File: config.mk
export PLATFORM = sky130hd
export DESIGN_NAME = trap_entry_unit
export DESIGN_NICKNAME = d
export VERILOG_FILES = /design/src/rtl/trap_entry_pkg.sv /design/src/rtl/trap_route.sv /design/src/rtl/trap_value_sel.sv /design/src/rtl/trap_vector_calc.sv /design/src/rtl/trap_entry_unit.sv
export SDC_FILE = /design/constraint.sdc
export NUM_CORES = 1
export LEC_CHECK = 0
export ABC_AREA = 1
export BUFFER_PORTS_ARGS = -buffer_cell sky130_fd_sc_hd__buf_2
export CORE_AREA = 2 2 379 381
export CTS_BUF_LIST = sky130_fd_sc_hd__clkbuf_16
export DETAILED_ROUTE_END_ITERATION = 12
export DIE_AREA = 0 0 381 383
export PLACE_DENSITY = 0.47
export SYNTH_ARGS = -nofsm -noshare
export SYNTH_HDL_FRONTEND = slang
export SYNTH_HIERARCHICAL = 1
export SYNTH_SLANG_ARGS = --single-unit
File: constraint.sdc
create_clock -name clk -period 9.55 [get_ports clk]
set_input_delay 0.4775 -clock clk [delete_from_list [all_inputs] [get_ports clk]]
set_output_delay 0.4775 -clock clk [all_outputs]
set_load 0.02 [all_outputs]
File: src/rtl/trap_entry_pkg.sv
`timescale 1ns/1ps
package trap_entry_pkg;

    typedef enum logic [1:0] {
        PRIV_U = 2'd0,
        PRIV_S = 2'd1,
        PRIV_M = 2'd3
    } priv_e;

    localparam logic [2:0] CFG_IDELEG = 3'd0;
    localparam logic [2:0] CFG_EDELEG = 3'd1;
    localparam logic [2:0] CFG_STVEC  = 3'd2;
    localparam logic [2:0] CFG_MTVEC  = 3'd3;
    localparam logic [2:0] CFG_PRIV   = 3'd4;

    // cause classes as bit masks over exception codes 0..63
    localparam logic [63:0] ADDR_CAUSES  = 64'h0000_0000_00B0_B0F3;
    localparam logic [63:0] MEM_CAUSES   = 64'h0000_0000_00A0_A0F0;
    localparam logic [63:0] GUEST_CAUSES = 64'h0000_0000_00B0_0000;

    function automatic logic in_class(logic [63:0] mask, int unsigned code);
        return (code < 64) ? mask[code[5:0]] : 1'b0;
    endfunction

endpackage

File: src/rtl/trap_route.sv
`timescale 1ns/1ps
module trap_route
    import trap_entry_pkg::*;
#(
    parameter int CAUSE_W = 6,
    parameter int DELEG_W = 1 << CAUSE_W
) (
    input  logic               is_async,
    input  logic [CAUSE_W-1:0] cause,
    input  logic [1:0]         priv,
    input  logic [DELEG_W-1:0] ideleg,
    input  logic [DELEG_W-1:0] edeleg,
    output logic               to_super
);
    logic bit_set;

    always_comb begin
        bit_set  = is_async ? ideleg[cause] : edeleg[cause];
        to_super = bit_set && (priv != PRIV_M);
    end
endmodule

File: src/rtl/trap_value_sel.sv
`timescale 1ns/1ps
module trap_value_sel
    import trap_entry_pkg::*;
#(
    parameter int XLEN    = 64,
    parameter int CAUSE_W = 6
) (
    input  logic               is_async,
    input  logic [CAUSE_W-1:0] cause,
    input  logic [XLEN-1:0]    bad_addr,
    input  logic [XLEN-1:0]    xform_insn,
    input  logic [XLEN-1:0]    fault_gpa,
    output logic [XLEN-1:0]    tval,
    output logic [XLEN-1:0]    tinst,
    output logic [XLEN-1:0]    gval
);
    int unsigned code;
    logic        addr_hit;
    logic        mem_hit;
    logic        guest_hit;

    always_comb begin
        code      = int'(cause);
        addr_hit  = !is_async && in_class(ADDR_CAUSES, code);
        mem_hit   = !is_async && in_class(MEM_CAUSES, code);
        guest_hit = !is_async && in_class(GUEST_CAUSES, code);
        tval      = addr_hit  ? bad_addr   : '0;
        tinst     = mem_hit   ? xform_insn : '0;
        gval      = guest_hit ? fault_gpa  : '0;
    end
endmodule

File: src/rtl/trap_vector_calc.sv
`timescale 1ns/1ps
module trap_vector_calc #(
    parameter int XLEN    = 64,
    parameter int CAUSE_W = 6
) (
    input  logic [XLEN-1:0]    tvec,
    input  logic               is_async,
    input  logic [CAUSE_W-1:0] cause,
    output logic [XLEN-1:0]    target_pc
);
    localparam logic [1:0] MODE_VECTORED = 2'b01;

    logic [XLEN-1:0] base;
    logic [XLEN-1:0] offset;

    always_comb begin
        base   = {tvec[XLEN-1:2], 2'b00};
        offset = (is_async && (tvec[1:0] == MODE_VECTORED))
                 ? (XLEN'(cause) << 2) : '0;
        target_pc = base + offset;
    end
endmodule

File: src/rtl/trap_entry_unit.sv
`timescale 1ns/1ps
module trap_entry_unit
    import trap_entry_pkg::*;
#(
    parameter int XLEN    = 64,
    parameter int CAUSE_W = 6
) (
    input  logic               clk,
    input  logic               rst_n,
    input  logic               trap_valid,
    input  logic               trap_async,
    input  logic [CAUSE_W-1:0] trap_cause,
    input  logic [XLEN-1:0]    cur_pc,
    input  logic [XLEN-1:0]    bad_addr,
    input  logic [XLEN-1:0]    xform_insn,
    input  logic [XLEN-1:0]    fault_gpa,
    input  logic               cfg_we,
    input  logic [2:0]         cfg_addr,
    input  logic [XLEN-1:0]    cfg_wdata,
    output logic [XLEN-1:0]    cfg_rdata,
    output logic               redirect_valid,
    output logic [XLEN-1:0]    redirect_pc,
    output logic [1:0]         priv_o,
    output logic [XLEN-1:0]    sepc,
    output logic [XLEN-1:0]    stval,
    output logic [XLEN-1:0]    htval,
    output logic [XLEN-1:0]    htinst,
    output logic [XLEN-1:0]    mepc,
    output logic [XLEN-1:0]    mtval,
    output logic [XLEN-1:0]    mtval2,
    output logic [XLEN-1:0]    mtinst
);
    localparam int DELEG_W = 1 << CAUSE_W;

    typedef struct packed {
        logic [DELEG_W-1:0] ideleg;
        logic [DELEG_W-1:0] edeleg;
        logic [XLEN-1:0]    stvec;
        logic [XLEN-1:0]    mtvec;
        logic [1:0]         priv;
        logic               rvalid;
        logic [XLEN-1:0]    rpc;
        logic [XLEN-1:0]    sepc;
        logic [XLEN-1:0]    stval;
        logic [XLEN-1:0]    htval;
        logic [XLEN-1:0]    htinst;
        logic [XLEN-1:0]    mepc;
        logic [XLEN-1:0]    mtval;
        logic [XLEN-1:0]    mtval2;
        logic [XLEN-1:0]    mtinst;
    } unit_state_t;

    unit_state_t st_d, st_q;

    logic            to_super;
    logic [XLEN-1:0] tval_w, tinst_w, gval_w;
    logic [XLEN-1:0] tvec_sel;
    logic [XLEN-1:0] target_pc;

    trap_route #(.CAUSE_W(CAUSE_W), .DELEG_W(DELEG_W)) u_route (
        .is_async (trap_async),
        .cause    (trap_cause),
        .priv     (st_q.priv),
        .ideleg   (st_q.ideleg),
        .edeleg   (st_q.edeleg),
        .to_super (to_super)
    );

    trap_value_sel #(.XLEN(XLEN), .CAUSE_W(CAUSE_W)) u_values (
        .is_async   (trap_async),
        .cause      (trap_cause),
        .bad_addr   (bad_addr),
        .xform_insn (xform_insn),
        .fault_gpa  (fault_gpa),
        .tval       (tval_w),
        .tinst      (tinst_w),
        .gval       (gval_w)
    );

    assign tvec_sel = to_super ? st_q.stvec : st_q.mtvec;

    trap_vector_calc #(.XLEN(XLEN), .CAUSE_W(CAUSE_W)) u_vector (
        .tvec      (tvec_sel),
        .is_async  (trap_async),
        .cause     (trap_cause),
        .target_pc (target_pc)
    );

    always_comb begin
        st_d        = st_q;
        st_d.rvalid = 1'b0;
        if (trap_valid) begin
            st_d.rvalid = 1'b1;
            st_d.rpc    = target_pc;
            if (to_super) begin
                st_d.sepc   = cur_pc;
                st_d.stval  = tval_w;
                st_d.htval  = gval_w;
                st_d.htinst = tinst_w;
                st_d.priv   = PRIV_S;
            end else begin
                st_d.mepc   = cur_pc;
                st_d.mtval  = tval_w;
                st_d.mtval2 = gval_w;
                st_d.mtinst = tinst_w;
                st_d.priv   = PRIV_M;
            end
        end else if (cfg_we) begin
            case (cfg_addr)
                CFG_IDELEG: st_d.ideleg = cfg_wdata[DELEG_W-1:0];
                CFG_EDELEG: st_d.edeleg = cfg_wdata[DELEG_W-1:0];
                CFG_STVEC:  st_d.stvec  = cfg_wdata;
                CFG_MTVEC:  st_d.mtvec  = cfg_wdata;
                CFG_PRIV:   st_d.priv   = cfg_wdata[1:0];
                default: ;
            endcase
        end
    end

    always_ff @(posedge clk or negedge rst_n) begin
        if (!rst_n) begin
            st_q      <= '0;
            st_q.priv <= PRIV_M;
        end else begin
            st_q <= st_d;
        end
    end

    always_comb begin
        case (cfg_addr)
            CFG_IDELEG: cfg_rdata = XLEN'(st_q.ideleg);
            CFG_EDELEG: cfg_rdata = XLEN'(st_q.edeleg);
            CFG_STVEC:  cfg_rdata = st_q.stvec;
            CFG_MTVEC:  cfg_rdata = st_q.mtvec;
            CFG_PRIV:   cfg_rdata = XLEN'(st_q.priv);
            default:    cfg_rdata = '0;
        endcase
    end

    assign redirect_valid = st_q.rvalid;
    assign redirect_pc    = st_q.rpc;
    assign priv_o         = st_q.priv;
    assign sepc           = st_q.sepc;
    assign stval          = st_q.stval;
    assign htval          = st_q.htval;
    assign htinst         = st_q.htinst;
    assign mepc           = st_q.mepc;
    assign mtval          = st_q.mtval;
    assign mtval2         = st_q.mtval2;
    assign mtinst         = st_q.mtinst;

endmodule

==> impl_metrics.env, run 1 <==
export IMPL_dr_pass1_iters=6
export IMPL_power_density_nw_per_um2=214
export IMPL_grt_pass1_wl_mm=258
export IMPL_fin_crit_sh_pct=58.1
export IMPL_drc=0
export IMPL_period_needed_ps=5550
export IMPL_hold_viol=0
export IMPL_grt_pass1_vias=34100
export IMPL_gr_total_overflow=0
export IMPL_ctsHoldBuffers=68
export IMPL_dieArea_um2=146000
export IMPL_path_max_fanout=46
export IMPL_cts_sinks=835
export IMPL_io_pins=977
export IMPL_dpl_worst_slack_ps=3410
export IMPL_worst_pin_slew_ps=1200
export IMPL_antenna_found_initial=31
export IMPL_portBuffers=976
export IMPL_wl_per_cell_um=23.3
export IMPL_drive_gt1_share_pct=20.9
export IMPL_crit_arrival_ps=6160
export IMPL_cts_setup_buffers=0
export IMPL_routed_wl_mm=184
export IMPL_coreArea_um2=142000
export IMPL_reg2reg_slack_ps=4910
export IMPL_initial_core_util_pct=30.6
export IMPL_grt_max_degree=212
export IMPL_rsz0062_at_grt="no"
export IMPL_yosysSeqAreaShare_pct=48.1
export IMPL_dpl_cell_area_um2=45600
export IMPL_tritoncts="yes"
export IMPL_fin_hold_ws_ps=56.1
export IMPL_vias=36500
export IMPL_cts_resized=0
export IMPL_area_growth_pct=14.0
export IMPL_ant_nets=0
export IMPL_cp_end_kind="flop"
export IMPL_path_class="input pin to flop"
export IMPL_ys_ff_latch=835
export IMPL_htree_levels=3
export IMPL_clockBufferDepth=3
export IMPL_root_buffer="clkbuf_16"
export IMPL_drt_iter0_drc=3012
export IMPL_fillCellCount=15500
export IMPL_ir_drop_v=0.000136
export IMPL_finish_utilization_pct=34.8
export IMPL_fin_cells=7906
export IMPL_relSlewSlack_pct=19.9
export IMPL_ys_types=39
export IMPL_placed_cells=7641
export IMPL_netlist_instances=5553
export IMPL_dpl_hpwl_mm=139
export IMPL_routed_via_density=4.62
export IMPL_cts_made_buffers=101
export IMPL_start_kind="input pin"
export IMPL_nNetsFinal=6250
export IMPL_fin_skew_ps=52.5
export IMPL_track_usage_pct=24.3
export IMPL_ys_warn_count=6
export IMPL_worstPathRequired_ps=10160
export IMPL_finalInstanceArea_um2=49600
export IMPL_clk_latency_ps=730
export IMPL_layout_setup_ws_ps=4000
export IMPL_gp_congestion=0.953
export IMPL_setup_viol=0
export IMPL_fp_row_count=139
export IMPL_clk_pin_slew_ps=60
export IMPL_hold_path_class="input pin to flop"
export IMPL_die_w_um=381
export IMPL_cellLeakagePower_nw=25.7
export IMPL_finalMaxSlewViolations=0
export IMPL_max_freq_mhz=180
export IMPL_synth_avg_cell_area_um2=7.83
export IMPL_die_height_um=383
export IMPL_maxCapViolations=0
export IMPL_outcome="finished, final reports clean"
export IMPL_fin_setup_tns_ps=0
export IMPL_power_total_mw=10.6
export IMPL_syn_cell_area_um2=43500
-- synthesized netlist by cell type (all sizes together) --
library cell	count	area (um^2)
a21oi	64	328
conb	1	3.75
nor3b	64	480
nor2	296	1190
xor2	19	166
buf	766	5420
and3	1	6.26
clkinv	4	15.0
xnor2	15	131
ha	6	75.1
nand4	26	163
a21boi	1	7.51
and2	1	6.26
fa	1	20.0
dfstp	2	52.6
clkbuf	92	345
inv	732	2750
o21ai	907	4560
dfrtp	833	20800
nand2	1464	5530
nor3	10	55.1
nand3	238	1250
nand3b	8	60.1
or2	2	12.5
-- registers in the layout, summed over array words and instances, names as in the netlist --
register,cells
st_q,256
sepc,64
mtval2,64
stval,64
mtval,64
redirect_valid,1
mepc,64
priv_o,2
redirect_pc,64
htinst,64
mtinst,64
htval,64
-- cell families (layout without fill, tap and decap cells) --
| family | after synthesis | after routing | synth area share [%] |
|---|---|---|---|
| flops | 835 | 835 | 48.1 |
| xor+xnor | 34 | 34 | 0.685 |
| compound gates | 972 | 972 | 11.3 |
| buf+inv | 1594 | 2032 | 19.6 |
| fa+ha+maj | 7 | 7 | 0.219 |
| other cells | 1 | 13 | 0.00863 |
| simple gates | 2110 | 2110 | 20.1 |
-- power by group --
group          leakage, nW  internal, mW  switching [mW]  total (mW)
logic                 13.1         0.696            1.74        2.44
registers             10.9          4.02           0.326        4.34
clock network         1.67          2.15            1.69        3.83
total                 25.7          6.86            3.75        10.6
-- path summary, 6_finish.rpt --
check,start,cells past startpoint,end
max,trap_cause[1],28,redirect_pc[36]$_DFFE_PN0P_
min,cur_pc[51],3,mepc[51]$_DFFE_PN0P_
max reg2reg,st_q[808]$_DFFE_PN0P_,27,redirect_pc[36]$_DFFE_PN0P_
min reg2reg,redirect_pc[5]$_DFFE_PN0P_,2,redirect_pc[5]$_DFFE_PN0P_
max in group asynchronous,rst_n,4,redirect_pc[46]$_DFFE_PN0P_
min in group asynchronous,rst_n,2,sepc[23]$_DFFE_PN0P_
-- placed cells by master, fill, tap and decap left out, types with 3 or more instances in the layout --
cell and n:
a21oi_1 62, buf_12 5, buf_2 975, buf_4 61, bufinv_16 8, clkbuf_16 101, clkinv_1 27, clkinv_16 4
clkinv_2 19, dfrtp_1 833, diode_2 11, dlygate4sd3_1 68, ha_1 6, inv_1 746, inv_2 8, inv_6 7
nand2_1 1448, nand2_2 13, nand2_4 3, nand3_1 228, nand3_2 6, nand3_4 4, nand3b_1 8, nand4_1 26
nor2_1 268, nor2_2 21, nor2_4 7, nor3_1 9, nor3b_1 64, o21ai_0 484, o21ai_1 420, xnor2_1 15
xor2_1 19
-- critical path, cell delays in order --
cell      delay (ps)
buf_2            630
inv_1            790
nand3_1          300
nand3_1          100
nand3_1          130
nand2_1          110
nand2_1           80
nand3_1          120
nand3_1          120
nand2_1           80
nor2_4           390
buf_4            500
o21ai_0          160
nand3b_1         290
nor2_1           150
ha_1             280
fa_1             290
nand2_1           90
nand3_2           90
nand3_2          100
nand2_2          160
nand2_1          150
nor2_2           170
nand2_1           60
nand2_1           60
nand2_1           50
nand2_1           60
nand2_1           60
-- cell type report --
cell class / count / area [um^2] / area share (%)
sequential: 835 / 20900 / 42.2
multi-input combinational: 3125 / 14100 / 28.5
timing repair buffer: 1110 / 6130 / 12.4
inverter: 736 / 2760 / 5.57
clock buffer: 101 / 2530 / 5.10
tap: 1903 / 2380 / 4.80
clock inverter: 85 / 702 / 1.42
antenna: 11 / 27.5 / 0.0555
-- metal layers --
metal  part of all wire (%)  GRT usage [%]
met3                    6.4           4.47
met1                     43           32.5
met5                  0.077              0
met4                    3.7           8.75
met2                     47           39.4
Note: power is estimated with default switching activity, not from simulation.
==> run 2: changes to the inputs <==
--- a/config.mk
+++ b/config.mk
@@ -7,11 +7,11 @@
 export LEC_CHECK = 0
 export ABC_AREA = 1
 export BUFFER_PORTS_ARGS = -buffer_cell sky130_fd_sc_hd__buf_2
-export CORE_AREA = 2 2 379 381
+export CORE_AREA = 2 2 377 379
 export CTS_BUF_LIST = sky130_fd_sc_hd__clkbuf_16
 export DETAILED_ROUTE_END_ITERATION = 12
-export DIE_AREA = 0 0 381 383
-export PLACE_DENSITY = 0.47
+export DIE_AREA = 0 0 379 381
+export PLACE_DENSITY = 0.49
 export SYNTH_ARGS = -nofsm -noshare
 export SYNTH_HDL_FRONTEND = slang
 export SYNTH_HIERARCHICAL = 1
==> constraint.sdc (replaced) <==
create_clock -name clk -period 5 [get_ports clk]
set_input_delay 0.25 -clock clk [delete_from_list [all_inputs] [get_ports clk]]
set_output_delay 0.25 -clock clk [all_outputs]
set_load 0.02 [all_outputs]
==> run 2 against run 1 <==
- combinational power grew 98%
- largest cell class unchanged
- flip-flop and latch count unchanged
- final area up 5.4%
- non-clock buffer count up 258
- worst setup slack lost 3200 ps
- highest routed layer unchanged
- sequential share of layout area shrank 2.2 points
- clock skew is 11 ps higher
==> impl_metrics.env, run 2 (synthesis results as in run 1) <==
export IMPL_outcome="finished, final reports clean"
export IMPL_fp_row_count=138
export IMPL_track_usage_pct=25.4
export IMPL_fin_setup_tns_ps=0
export IMPL_cts_made_buffers=101
export IMPL_grt_max_degree=129
export IMPL_htree_levels=3
export IMPL_finalMaxSlewViolations=0
export IMPL_final_cell_mix="1448 x nand2_1, 975 x buf_2, 833 x dfrtp_1"
export IMPL_dr_pass1_iters=5
export IMPL_period_needed_ps=4180
export IMPL_hold_viol=0
export IMPL_die_height_um=381
export IMPL_layout_setup_ws_ps=815
export IMPL_tritoncts="yes"
export IMPL_dpl_hpwl_mm=144
export IMPL_setup_viol=0
export IMPL_hold_start="xform_insn[6]"
export IMPL_regMostFlops="st_q"
export IMPL_coreArea_um2=141000
export IMPL_fin_crit_sh_pct=83.7
export IMPL_crit_arrival_ps=4840
export IMPL_power_density_nw_per_um2=393
export IMPL_routed_wl_mm=189
export IMPL_clockBufferDepth=3
export IMPL_vias=38000
export IMPL_max_freq_mhz=239
export IMPL_reg2reg_slack_ps=820
export IMPL_whs_endpoint="htinst[6]$_DFFE_PN0P_"
export IMPL_wl_per_cell_um=23.2
export IMPL_dpl_worst_slack_ps=492
export IMPL_holdPathStages=4
export IMPL_worst_pin_slew_ps=1230
export IMPL_gp_congestion=1.00
export IMPL_worstRegToRegCells=22
export IMPL_ant_nets=0
export IMPL_cts_setup_buffers=0
export IMPL_dieArea_um2=144000
export IMPL_die_w_um=379
export IMPL_drt_iter0_drc=3343
export IMPL_io_pins=977
export IMPL_start_kind="flop"
export IMPL_largest_reg_flops=256
export IMPL_clk_latency_ps=740
export IMPL_grt_pass1_wl_mm=266
export IMPL_drc=0
export IMPL_relSlewSlack_pct=17.8
export IMPL_r2r_end="redirect_pc[24]$_DFFE_PN0P_"
export IMPL_antenna_found_initial=34
export IMPL_mostFrequentLayoutCell="nand2_1"
export IMPL_rr_startpoint="st_q[808]$_DFFE_PN0P_"
export IMPL_rsz0062_at_grt="no"
export IMPL_path_class="flop to flop"
export IMPL_drive_gt1_share_pct=20.6
export IMPL_hold_path_class="input pin to flop"
export IMPL_grt_pass1_vias=36000
export IMPL_cp_end_kind="flop"
export IMPL_cellLeakagePower_nw=26.9
export IMPL_worstPathRequired_ps=5650
export IMPL_ir_drop_v=0.000232
export IMPL_area_growth_pct=20.2
export IMPL_clk_pin_slew_ps=60
export IMPL_fin_skew_ps=63.7
export IMPL_fin_cells=8149
export IMPL_root_buffer="clkbuf_16"
export IMPL_cts_sinks=835
export IMPL_maxCapViolations=0
export IMPL_initial_core_util_pct=30.9
export IMPL_routed_via_density=4.66
export IMPL_path_max_fanout=28
export IMPL_gr_total_overflow=0
export IMPL_placed_cells=7654
export IMPL_portBuffers=976
export IMPL_nNetsFinal=6508
-- run 2: worst max path at each step --
stage / from / end / slack (ps) / cells after the start
after floorplan: trap_cause[2] / redirect_pc[22]$_DFFE_PN0P_ / 1400 / 28
after global placement: trap_cause[0] / redirect_pc[24]$_DFFE_PN0P_ / 510 / 24
after detailed placement: trap_cause[0] / redirect_pc[24]$_DFFE_PN0P_ / 490 / 24
after CTS: st_q[808]$_DFFE_PN0P_ / redirect_pc[24]$_DFFE_PN0P_ / 840 / 22
after global routing: st_q[808]$_DFFE_PN0P_ / redirect_pc[24]$_DFFE_PN0P_ / 590 / 22
final: st_q[808]$_DFFE_PN0P_ / redirect_pc[24]$_DFFE_PN0P_ / 820 / 22
-- run 2: through the flow --
stage               hold WS [ps]  power (mW)  util, %  instance area (um^2)
CTS                        0.616        20.7     37.1                 52200
global placement             418        13.1     32.7                 46000
detailed placement           422        13.1     32.7                 46000
floorplan                  -45.6        11.5        -                 43500
finish                      71.3        20.5     37.2                 52200
global route                47.7        21.5     37.2                 52200
-- run 2: final cells by class --
| cell class | count | area [um^2] |
|---|---|---|
| inverters | 736 | 2760 |
| flip-flops and latches | 835 | 20900 |
| multi-input cells | 3125 | 14100 |
| diodes | 10 | 25.0 |
| repair buffers | 1368 | 8810 |
| fillers | 15000 | 88300 |
| clock buffers | 101 | 2530 |
| clock inverters | 84 | 718 |
| well taps | 1890 | 2360 |
-- run 2: layer usage --
layer	global-route usage, %	wire, um	vias to the layer above
li1	-	-	17900
met1	33.1	79800	18500
met2	41.3	87800	1337
met3	5.02	13600	260
met4	10.2	8090	12
met5	0	74	-
-- run 2: where the power goes --
part           internal, mW  leakage [nW]  switching [mW]
Combinational          1.47          14.3            3.37
Sequential             7.67          10.9           0.704
Clock                  4.07          1.63            3.25
-- run 2: what timing repair did --
action                    CTS  global route
hold endpoints to repair  780             0
hold buffers              300             0
gates resized for setup     0             0
-- run 2: worst max-delay path, cell delays in order (launching register included) --
cell and delay [ps]:
dfrtp_1 420, nand2_1 80, nand3_1 110, nand3_1 70, nand3_1 140, nand2_1 90, nand2_1 70, nand3_1 230
nand3_1 160, nand2_1 90, nor2_4 210, buf_4 360, o21ai_0 170, ha_1 290, fa_1 490, nand2_1 110
nand3_2 100, nand3_2 110, nand2_2 120, nand2_1 210, xnor2_1 250, nand2_1 110, nand2_1 110
